File: config.mk
export PLATFORM = sky130hd
export DESIGN_NAME = opfetch_guard
export DESIGN_NICKNAME = d
export VERILOG_FILES = /design/src/rtl/opf_pkg.sv /design/src/rtl/opf_fetch_detect.sv /design/src/rtl/opf_illegal_map.sv /design/src/rtl/opf_reset_pulse.sv /design/src/rtl/opf_restart_reg.sv /design/src/rtl/opfetch_guard.sv
export SDC_FILE = /design/constraint.sdc
export NUM_CORES = 1
export LEC_CHECK = 0
export BUFFER_PORTS_ARGS = -buffer_cell sky130_fd_sc_hd__clkbuf_2
export CORE_MARGIN = 2
export CORE_UTILIZATION = 42
export DETAILED_ROUTE_END_ITERATION = 8
export HOLD_SLACK_MARGIN = 0.1
export PLACE_DENSITY_LB_ADDON = 0.08
export SYNTH_ARGS = -nofsm -noshare
export SYNTH_HDL_FRONTEND = slang
export SYNTH_SLANG_ARGS = --single-unit
File: constraint.sdc
create_clock -name clk -period 1.6 [get_ports clk]
set_input_delay 0.16 -clock clk [delete_from_list [all_inputs] [get_ports clk]]
set_output_delay 0.16 -clock clk [all_outputs]
set_load 0.02 [all_outputs]
File: src/rtl/opf_pkg.sv
package opf_pkg;
  typedef enum logic [0:0] {
    RS_TRACK  = 1'b0,
    RS_FROZEN = 1'b1
  } restart_state_t;

  localparam int BYTE_W = 8;
  localparam int BYTE_SEL_W = 3;
endpackage

File: src/rtl/opf_fetch_detect.sv
module opf_fetch_detect #(
  parameter int ADDR_W = 16,
  parameter int OP_W = 8
) (
  input  logic              clk,
  input  logic              rst,
  input  logic              enable,
  input  logic              last_cycle,
  input  logic [ADDR_W-1:0] bus_addr,
  input  logic [OP_W-1:0]   bus_data,
  output logic              fetch_v,
  output logic [ADDR_W-1:0] fetch_addr,
  output logic [OP_W-1:0]   fetch_op
);
  // Delayed end-of-instruction marker: the cycle after it is a fetch.
  logic last_q;

  always_ff @(posedge clk) begin
    if (rst) last_q <= 1'b0;
    else     last_q <= last_cycle;
  end

  assign fetch_v    = last_q & enable;
  assign fetch_addr = bus_addr;
  assign fetch_op   = bus_data;
endmodule

File: src/rtl/opf_illegal_map.sv
module opf_illegal_map #(
  parameter int OP_W = 8
) (
  input  logic                            clk,
  input  logic                            rst,
  input  logic                            wr_en,
  input  logic [OP_W-opf_pkg::BYTE_SEL_W-1:0] wr_idx,
  input  logic [opf_pkg::BYTE_W-1:0]      wr_byte,
  input  logic                            rd_v,
  input  logic [OP_W-1:0]                 rd_op,
  output logic                            hit
);
  localparam int SEL_W   = opf_pkg::BYTE_SEL_W;
  localparam int IDX_W   = OP_W - SEL_W;
  localparam int N_BYTES = (1 << OP_W) / opf_pkg::BYTE_W;

  logic [opf_pkg::BYTE_W-1:0] mem [N_BYTES];
  logic [opf_pkg::BYTE_W-1:0] rd_q;
  logic [SEL_W-1:0]           sel_q;
  logic                       v_q;
  logic [IDX_W-1:0]           rd_idx;

  assign rd_idx = rd_op[OP_W-1:SEL_W];

  // Synchronous write and read, no reset on the array: block RAM shape.
  always_ff @(posedge clk) begin
    if (wr_en) mem[wr_idx] <= wr_byte;
    rd_q <= mem[rd_idx];
  end

  always_ff @(posedge clk) begin
    if (rst) begin
      sel_q <= '0;
      v_q   <= 1'b0;
    end else begin
      sel_q <= rd_op[SEL_W-1:0];
      v_q   <= rd_v;
    end
  end

  assign hit = v_q & rd_q[sel_q];
endmodule

File: src/rtl/opf_reset_pulse.sv
module opf_reset_pulse #(
  parameter int PULSE = 4
) (
  input  logic clk,
  input  logic rst,
  input  logic trig,
  output logic req
);
  localparam int CW = $clog2(PULSE + 1);
  logic [CW-1:0] left_q;

  always_ff @(posedge clk) begin
    if (rst) begin
      req    <= 1'b0;
      left_q <= '0;
    end else if (req) begin
      if (left_q == '0) req <= 1'b0;
      else              left_q <= left_q - 1'b1;
    end else if (trig) begin
      req    <= 1'b1;
      left_q <= CW'(PULSE - 1);
    end
  end
endmodule

File: src/rtl/opf_restart_reg.sv
module opf_restart_reg #(
  parameter int ADDR_W = 16
) (
  input  logic              clk,
  input  logic              rst,
  input  logic              enable,
  input  logic              cap_v,
  input  logic [ADDR_W-1:0] cap_addr,
  input  logic              fault,
  input  logic              clr,
  output logic [ADDR_W-1:0] restart_addr,
  output logic              frozen
);
  import opf_pkg::*;

  restart_state_t state_q;

  always_ff @(posedge clk) begin
    if (rst) begin
      state_q      <= RS_TRACK;
      restart_addr <= '0;
    end else begin
      if (cap_v && state_q == RS_TRACK) restart_addr <= cap_addr;
      if (fault && enable) state_q <= RS_FROZEN;
      else if (clr)        state_q <= RS_TRACK;
    end
  end

  assign frozen = (state_q == RS_FROZEN);
endmodule

File: src/rtl/opfetch_guard.sv
module opfetch_guard #(
  parameter int ADDR_W = 16,
  parameter int OP_W = 8,
  parameter int RST_PULSE = 4
) (
  input  logic              clk,
  input  logic              rst,
  input  logic              enable,
  input  logic [ADDR_W-1:0] bus_addr,
  input  logic [OP_W-1:0]   bus_data,
  input  logic              last_cycle,
  input  logic              page_fault,
  input  logic              restart_clr,
  input  logic              map_we,
  input  logic [OP_W-4:0]   map_idx,
  input  logic [7:0]        map_byte,
  output logic              cpu_reset_req,
  output logic [ADDR_W-1:0] restart_addr,
  output logic              frozen
);
  logic              fetch_v;
  logic [ADDR_W-1:0] fetch_addr;
  logic [OP_W-1:0]   fetch_op;
  logic              hit;
  logic              load_ok;

  assign load_ok = map_we & ~enable;

  opf_fetch_detect #(.ADDR_W(ADDR_W), .OP_W(OP_W)) u_detect (
    .clk(clk), .rst(rst), .enable(enable), .last_cycle(last_cycle),
    .bus_addr(bus_addr), .bus_data(bus_data),
    .fetch_v(fetch_v), .fetch_addr(fetch_addr), .fetch_op(fetch_op)
  );

  opf_illegal_map #(.OP_W(OP_W)) u_map (
    .clk(clk), .rst(rst), .wr_en(load_ok), .wr_idx(map_idx),
    .wr_byte(map_byte), .rd_v(fetch_v), .rd_op(fetch_op), .hit(hit)
  );

  opf_reset_pulse #(.PULSE(RST_PULSE)) u_pulse (
    .clk(clk), .rst(rst), .trig(hit), .req(cpu_reset_req)
  );

  opf_restart_reg #(.ADDR_W(ADDR_W)) u_restart (
    .clk(clk), .rst(rst), .enable(enable), .cap_v(fetch_v),
    .cap_addr(fetch_addr), .fault(page_fault), .clr(restart_clr),
    .restart_addr(restart_addr), .frozen(frozen)
  );
endmodule

==> run summary, run 1 <==
final setup TNS = 0 ps
switching fraction of total power = 0.2080
shortest period the worst path allows = 1504 ps
Longest Clk Path Bufs = 3
share of cells above drive strength 1 = 0.2848
combinational share of power = 0.056
commonest non-fill, non-tap cell in the layout = edfxtp_1
commonest non-fill, non-tap cells in the layout = 256 x edfxtp_1, 69 x buf_4, 60 x clkbuf_2
RR Startpoint = u_map.mem[18][7]$_DFFE_PP_
Pwr Density = 1183 nW/µm²
CP Data Required Time = 2010 ps
Synth Net Count = 616
Min-Delay Startpoint = rst
hold depth = 2
pin count of the biggest net entering global routing = 33
post-route ant nets = 0
initial DRC count = 322
DP Wirelength = 16.15 mm
Routed WL per cell = 22.92 µm
Post-Route Utilization = 0.5225
status = completed
die height = 166.9 µm
initial antenna violation count = 2
number of setup buffers added after CTS = 0
vias in the first global route = 6,243
Clock Sinks = 290
clock skew = 15.92 ps
first-pass GRT wire length = 38.17 mm
cell area after technology mapping = 11,150 µm²
P_sw = 3.350 mW
TritonCTS Buffers = 31
Slowest-stage cell, CP = mux4_1
Critical path buffers and inverters = 0
Residual DRC = 0
Worst-Skew Late Latency = 550 ps
Slew Limit Fails = 0
Post-Syn Area per Cell = 19.55 µm²
CP Depth = 3
total vias in the final route = 5,918
crit path cell chain = mux4_1, o22ai_1, nor4_1
Fillers = 2,077
crit path max fanout = 1
Ports = 62
post-synth top area cell = edfxtp_1
htree depth = 1
CTS Root Buffer Type = clkbuf_16
Peak VDD IR = 1054 µV
Die W = 166.9 µm
Crit path max-delay family = multiplexers
Core Area = 26,060 µm²
Port Buffers = 61
GRT Total Usage = 0.1809
placed cell areas = 12,370 µm²
fin nets = 784
FP Rows = 59
GRT Residual Overflow = 0
Area Overhead vs Synth = 22.16%
overall routed net length = 25.15 mm
Starting Density = 0.4277
post-route clock period utilization = 0.9401
drt via density = 5.395
FF+latch count, synth = 290
Max-slew headroom = 0.6797
DRT Pass-1 Iters = 4
Clock Power Share = 0.425
fmax = 664.8 MHz
CP max stage delay = 560 ps
CP arrival = 1910 ps
Leak = 4.702 nW
worst setup path startpoint = u_map.mem[18][7]$_DFFE_PP_
design area = 13,620 µm²
RSZ-0062 raised after global routing = false
max cap viols = 0
share of Yosys cell area claimed by the top area cell type = 0.6897
clock tree from TritonCTS = yes
CP Capture Type = flop
clock-pin slew on the worst setup and hold paths = 60 ps
Fin. Hold Viols = 0
Syn Inst Count = 570
routability congestion estimate = 0.8196
Reg power frac = 0.519
Critical Path Start Type = flop
Pint = 12.76 mW
Yosys cell types = 34
Slew @ Worst Pin = 480.5 ps
Final setup viols = 0
largest cells by area after synthesis = edfxtp_1 69%, mux4_1 9.7%, dfxtp_1 6.1%
post-synthesis sequential area ratio = 0.7508
Synthesis Warnings = 0
Setup Crit Path Kind = flop to flop
Antenna Cells = 0
die area = 27,860 µm²
Final Power = 16.10 mW
worst hold-check path type = input pin to flop
R2R depth = 3
[through the flow]
| step | setup slack [ps] | hold WS [ps] | instances |
|---|---|---|---|
| 2_1_floorplan | 57.59 | 231.6 | 570 |
| 3_3_place_gp | -256.1 | 383.8 | 1015 |
| 3_5_place_dp | -234.2 | 393.6 | 1015 |
| 4_1_cts | 24.32 | 102.0 | 1097 |
| 5_1_grt | 36.29 | 134.9 | 1097 |
| 6_report | 95.87 | 130.0 | 1097 |
[logic make-up (layout without fill, tap and decap cells)]
group | Yosys count | after routing | share of synthesized area
muxes | 68 | 68 | 0.1467
DFF | 290 | 290 | 0.7508
adders and majority gates | 2 | 2 | 0.002245
and+or+nand+nor | 119 | 119 | 0.05108
buffers and inverters | 32 | 224 | 0.01751
AOI/OAI and AO/OA | 59 | 59 | 0.03166
[state kept, by name (all words and copies together), names as in the netlist]
signal                  flops
u_detect.last_q             1
u_map.mem                 256
u_map.rd_q                  8
u_map.sel_q                 3
u_map.v_q                   1
u_pulse.left_q              3
u_pulse.req                 1
u_restart.frozen            1
u_restart.restart_addr     16
[layer usage]
layer / global-route usage / vias to the layer above / share of wire
met4: 0.04385 / 4 / 0.023
met3: 0.03184 / 43 / 0.049
met2: 0.3081 / 151 / 0.48
met1: 0.2438 / 3036 / 0.44
li1: - / 2684 / -
met5: 0 / - / 0.00091
[area by class of cell]
type	instances	area (µm²)	share of cell area
multi-input combinational	248	2596	0.1907
inverter	5	18.77	0.001378
clock inverter	22	193.9	0.01424
tap	335	419.2	0.03078
timing repair buffer	162	1229	0.09024
clock buffer	35	790.8	0.05808
sequential	290	8368	0.6146
[cell usage after synthesis]
| cell | n |
|---|---|
| a22oi_1 | 1 |
| nand3_1 | 4 |
| nor4_1 | 6 |
| or3b_2 | 3 |
| nand3b_2 | 1 |
| nor4_2 | 2 |
| o21ai_0 | 2 |
| inv_1 | 5 |
| buf_6 | 8 |
| a311oi_1 | 2 |
| a31oi_1 | 1 |
| nor2_1 | 41 |
| nand3b_1 | 6 |
| ha_1 | 2 |
| nand2_1 | 41 |
| a21oi_1 | 19 |
| mux4_2 | 23 |
| nand4_1 | 1 |
| nand2b_1 | 3 |
| dfxtp_1 | 34 |
| mux4_1 | 41 |
| o31a_1 | 1 |
| or3_1 | 3 |
| nor2b_1 | 6 |
| or2_2 | 1 |
| nand4b_1 | 1 |
| clkbuf_1 | 6 |
| clkbuf_2 | 4 |
| a211oi_1 | 1 |
| o22ai_1 | 32 |
| buf_2 | 8 |
| edfxtp_1 | 256 |
| buf_1 | 1 |
| mux2i_1 | 4 |
[timing repair]
item	4_1_cts	5_1_grt
endpoints found under the hold margin	38	1
hold buffers	25	1
resized for setup	0	3
endpoints found under the setup margin	0	4
[final timing paths]
path / end / slack, ps
worst max-delay path: u_map.rd_q[7]$_DFF_P_ / 100
worst max register to register: u_map.rd_q[7]$_DFF_P_ / 100
worst min register to register: u_restart.restart_addr[15]$_SDFFE_PP0P_ / 460
worst min-delay path: u_restart.restart_addr[3]$_SDFFE_PP0P_ / 130
[power by group through the flow]
stage / sequential (mW) / clock, mW / combinational (mW)
2_1_floorplan: 8.53 / 0 / 0.411
3_3_place_gp: 8.52 / 0 / 0.838
3_5_place_dp: 8.52 / 0 / 0.855
4_1_cts: 8.36 / 7.02 / 0.905
5_1_grt: 8.36 / 7.30 / 0.968
6_report: 8.36 / 6.85 / 0.899
Note: power is estimated with default switching activity, not from simulation.
==> run 2, diff against run 1 <==
Settings changed: MAX_ROUTING_LAYER set to met4.
==> run 2 against run 1 <==
Register-to-register slack hardly changed. Critical path depth unchanged. Sequential cell count unchanged. First-iteration DRC count rose by 11%. Combinational power about the same. Worst hold slack got worse by 4.4 ps. Total power is essentially flat. Largest cell class unchanged. Sequential power barely moved. Routed wire length about the same. Critical endpoint unchanged. Cell count up 0.18%. Clock skew up 2.9 ps.
==> run summary, run 2 (synthesized netlist as in run 1, its figures left out) <==
clock skew = 18.86 ps (+2.944 ps)
first-pass GRT wire length = 38.17 mm (unchanged)
status = completed
initial DRC count = 358 (+11%)
Leak = 4.702 nW (about the same)
Most Crowded Layer GR = met2
max cap viols = 0 (unchanged)
RSZ-0062 raised after global routing = false
Max-slew headroom = 0.6810 (+0.001299)
final setup TNS = 0 ps (unchanged)
htree depth = 1 (unchanged)
Final setup viols = 0 (unchanged)
# placed instances = 1,015 (unchanged)
commonest non-fill, non-tap cells in the layout = 256 x edfxtp_1, 69 x buf_4, 60 x clkbuf_2
Setup Crit Path Kind = flop to flop
crit path max fanout = 1 (unchanged)
GRT Residual Overflow = 0 (unchanged)
Slowest-stage cell, CP = mux4_1
R2R depth = 3 (unchanged)
FP Rows = 59 (unchanged)
reg2reg setup slack = 90 ps (about the same)
GRT Total Usage = 0.1867 (+0.005752)
CP max stage delay = 560 ps (about the same)
grt met1 use = 0.2446 (+0.0008142)
Starting Density = 0.4277 (unchanged)
TritonCTS Buffers = 31 (unchanged)
die area = 27,860 µm² (unchanged)
Critical Path Start Type = flop
setup slack after layout = 87.96 ps (-7.912 ps)
fin nets = 784 (unchanged)
CP Data Required Time = 2010 ps (about the same)
hold depth = 2 (unchanged)
Core Area = 26,060 µm² (unchanged)
Slew Limit Fails = 0 (unchanged)
routability congestion estimate = 0.8319 (+1.5%)
RR Startpoint = u_map.mem[18][7]$_DFFE_PP_
CP arrival = 1920 ps (about the same)
overall routed net length = 25.17 mm (about the same)
crit path cell chain = mux4_1, o22ai_1, nor4_1
DP Wirelength = 16.15 mm (unchanged)
DP Worst Slack = -234.2 ps (unchanged)
worst hold-check path type = input pin to flop
shortest period the worst path allows = 1512 ps (+7.912 ps)
max reg flops = 256 (unchanged)
Port Buffers = 61 (unchanged)
CP Capture Type = flop
top flop regs = u_map.mem: 256 flops, u_restart.restart_addr: 16 flops, u_map.rd_q: 8 flops
Hold Path End = u_map.mem[18][2]$_DFFE_PP_
Critical path buffers and inverters = 0 (unchanged)
Routed WL per cell = 22.90 µm (about the same)
total vias in the final route = 5,984 (+1.1%)
Worst-Skew Late Latency = 560 ps (about the same)
Ports = 62 (unchanged)
CTS Root Buffer Type = clkbuf_16
final non-filler cell total = 1,099 (+0.18%)
Reg with most FFs = u_map.mem
fmax = 661.4 MHz (-0.52%)
Clock Sinks = 290 (unchanged)
clock-pin slew on the worst setup and hold paths = 60 ps (about the same)
met3 GRT Util = 0.03184 (unchanged)
Pwr Density = 1183 nW/µm² (about the same)
Longest Clk Path Bufs = 3 (unchanged)
Min-Delay Startpoint = map_byte[2]
die height = 166.9 µm (unchanged)
Crit path max-delay family = multiplexers
post-route clock period utilization = 0.9450 (+0.004945)
Peak VDD IR = 1053 µV (about the same)
Die W = 166.9 µm (unchanged)
commonest non-fill, non-tap cell in the layout = edfxtp_1
met2 Track Usage GR = 0.3077 (-0.0003578)
Residual DRC = 0 (unchanged)
drt via density = 5.445 (+0.93%)
initial antenna violation count = 2 (unchanged)
Slew @ Worst Pin = 478.5 ps (-1.948 ps)
worst reg2reg endpoint = u_map.rd_q[7]$_DFF_P_
pin count of the biggest net entering global routing = 33 (unchanged)
vias in the first global route = 6,245 (+0.032%)
clock tree from TritonCTS = yes
share of cells above drive strength 1 = 0.2848 (unchanged)
Area Overhead vs Synth = 22.21% (about the same)
post-route ant nets = 0 (unchanged)
DRT Pass-1 Iters = 4 (unchanged)
Fin. Hold Viols = 0 (unchanged)
## run 2: changes by cell type in the layout (fill, tap and decap cells not counted), sizes merged
cell,before,now
diode,0,2
## run 2: worst max path at each step
stage	from	endpoint	depth (start not counted)
after floorplan	enable	u_map.mem[0][0]$_DFFE_PP_	4
after global placement	bus_data[4]	u_map.rd_q[7]$_DFF_P_	5
after detailed placement	bus_data[4]	u_map.rd_q[7]$_DFF_P_	5
after CTS	page_fault	u_restart.frozen$_SDFFE_PP0P_	6
after global routing	u_pulse.left_q[0]$_SDFFE_PP0P_	u_pulse.left_q[2]$_SDFFE_PP0P_	6
final	u_map.mem[18][7]$_DFFE_PP_	u_map.rd_q[7]$_DFF_P_	3
## run 2: worst register-to-register path, cell delays in order (launching register included)
cell      delay [ps]
edfxtp_1         350
mux4_1           560
o22ai_1          330
nor4_1           120
## run 2: routing by layer
layer,routed length [µm],share of wire,vias to the layer above
met5,0,0,-
met4,536,0.021,0
met3,1342,0.053,39
met2,12250,0.49,180
met1,11040,0.44,3074
li1,-,-,2691
## run 2: power breakdown
part / switching (mW) / internal [mW] / total (mW)
clock network: 2.84 / 4.02 / 6.86
logic: 0.489 / 0.408 / 0.897
registers: 0.0351 / 8.32 / 8.36
total: 3.36 / 12.8 / 16.1
## run 2: layout make-up
cell class                 instances  area [µm²]
fill                            2076       12440
sequential                       290        8368
tap                              335       419.2
multi-input combinational        248        2596
clock inverter                    22       193.9
antenna                            2       5.005
clock buffer                      35       790.8
timing repair buffer             162        1229
inverter                           5       18.77
## run 2: per-stage QoR
step                area (µm²)  utilization  total power, mW  hold WS (ps)
floorplan                11150            -            8.937         231.6
global placement         12370       0.4746            9.354         383.8
detailed placement       12370       0.4746            9.376         393.6
CTS                      13600       0.5220            16.29         102.0
global route             13620       0.5227            16.63         134.5
finish                   13620       0.5227            16.12         125.6
## run 2: what timing repair did
item	CTS	global route
setup endpoints to repair	0	4
resized for setup	0	3
endpoints found under the hold margin	38	1
hold buffers	25	1
setup buffers	0	0
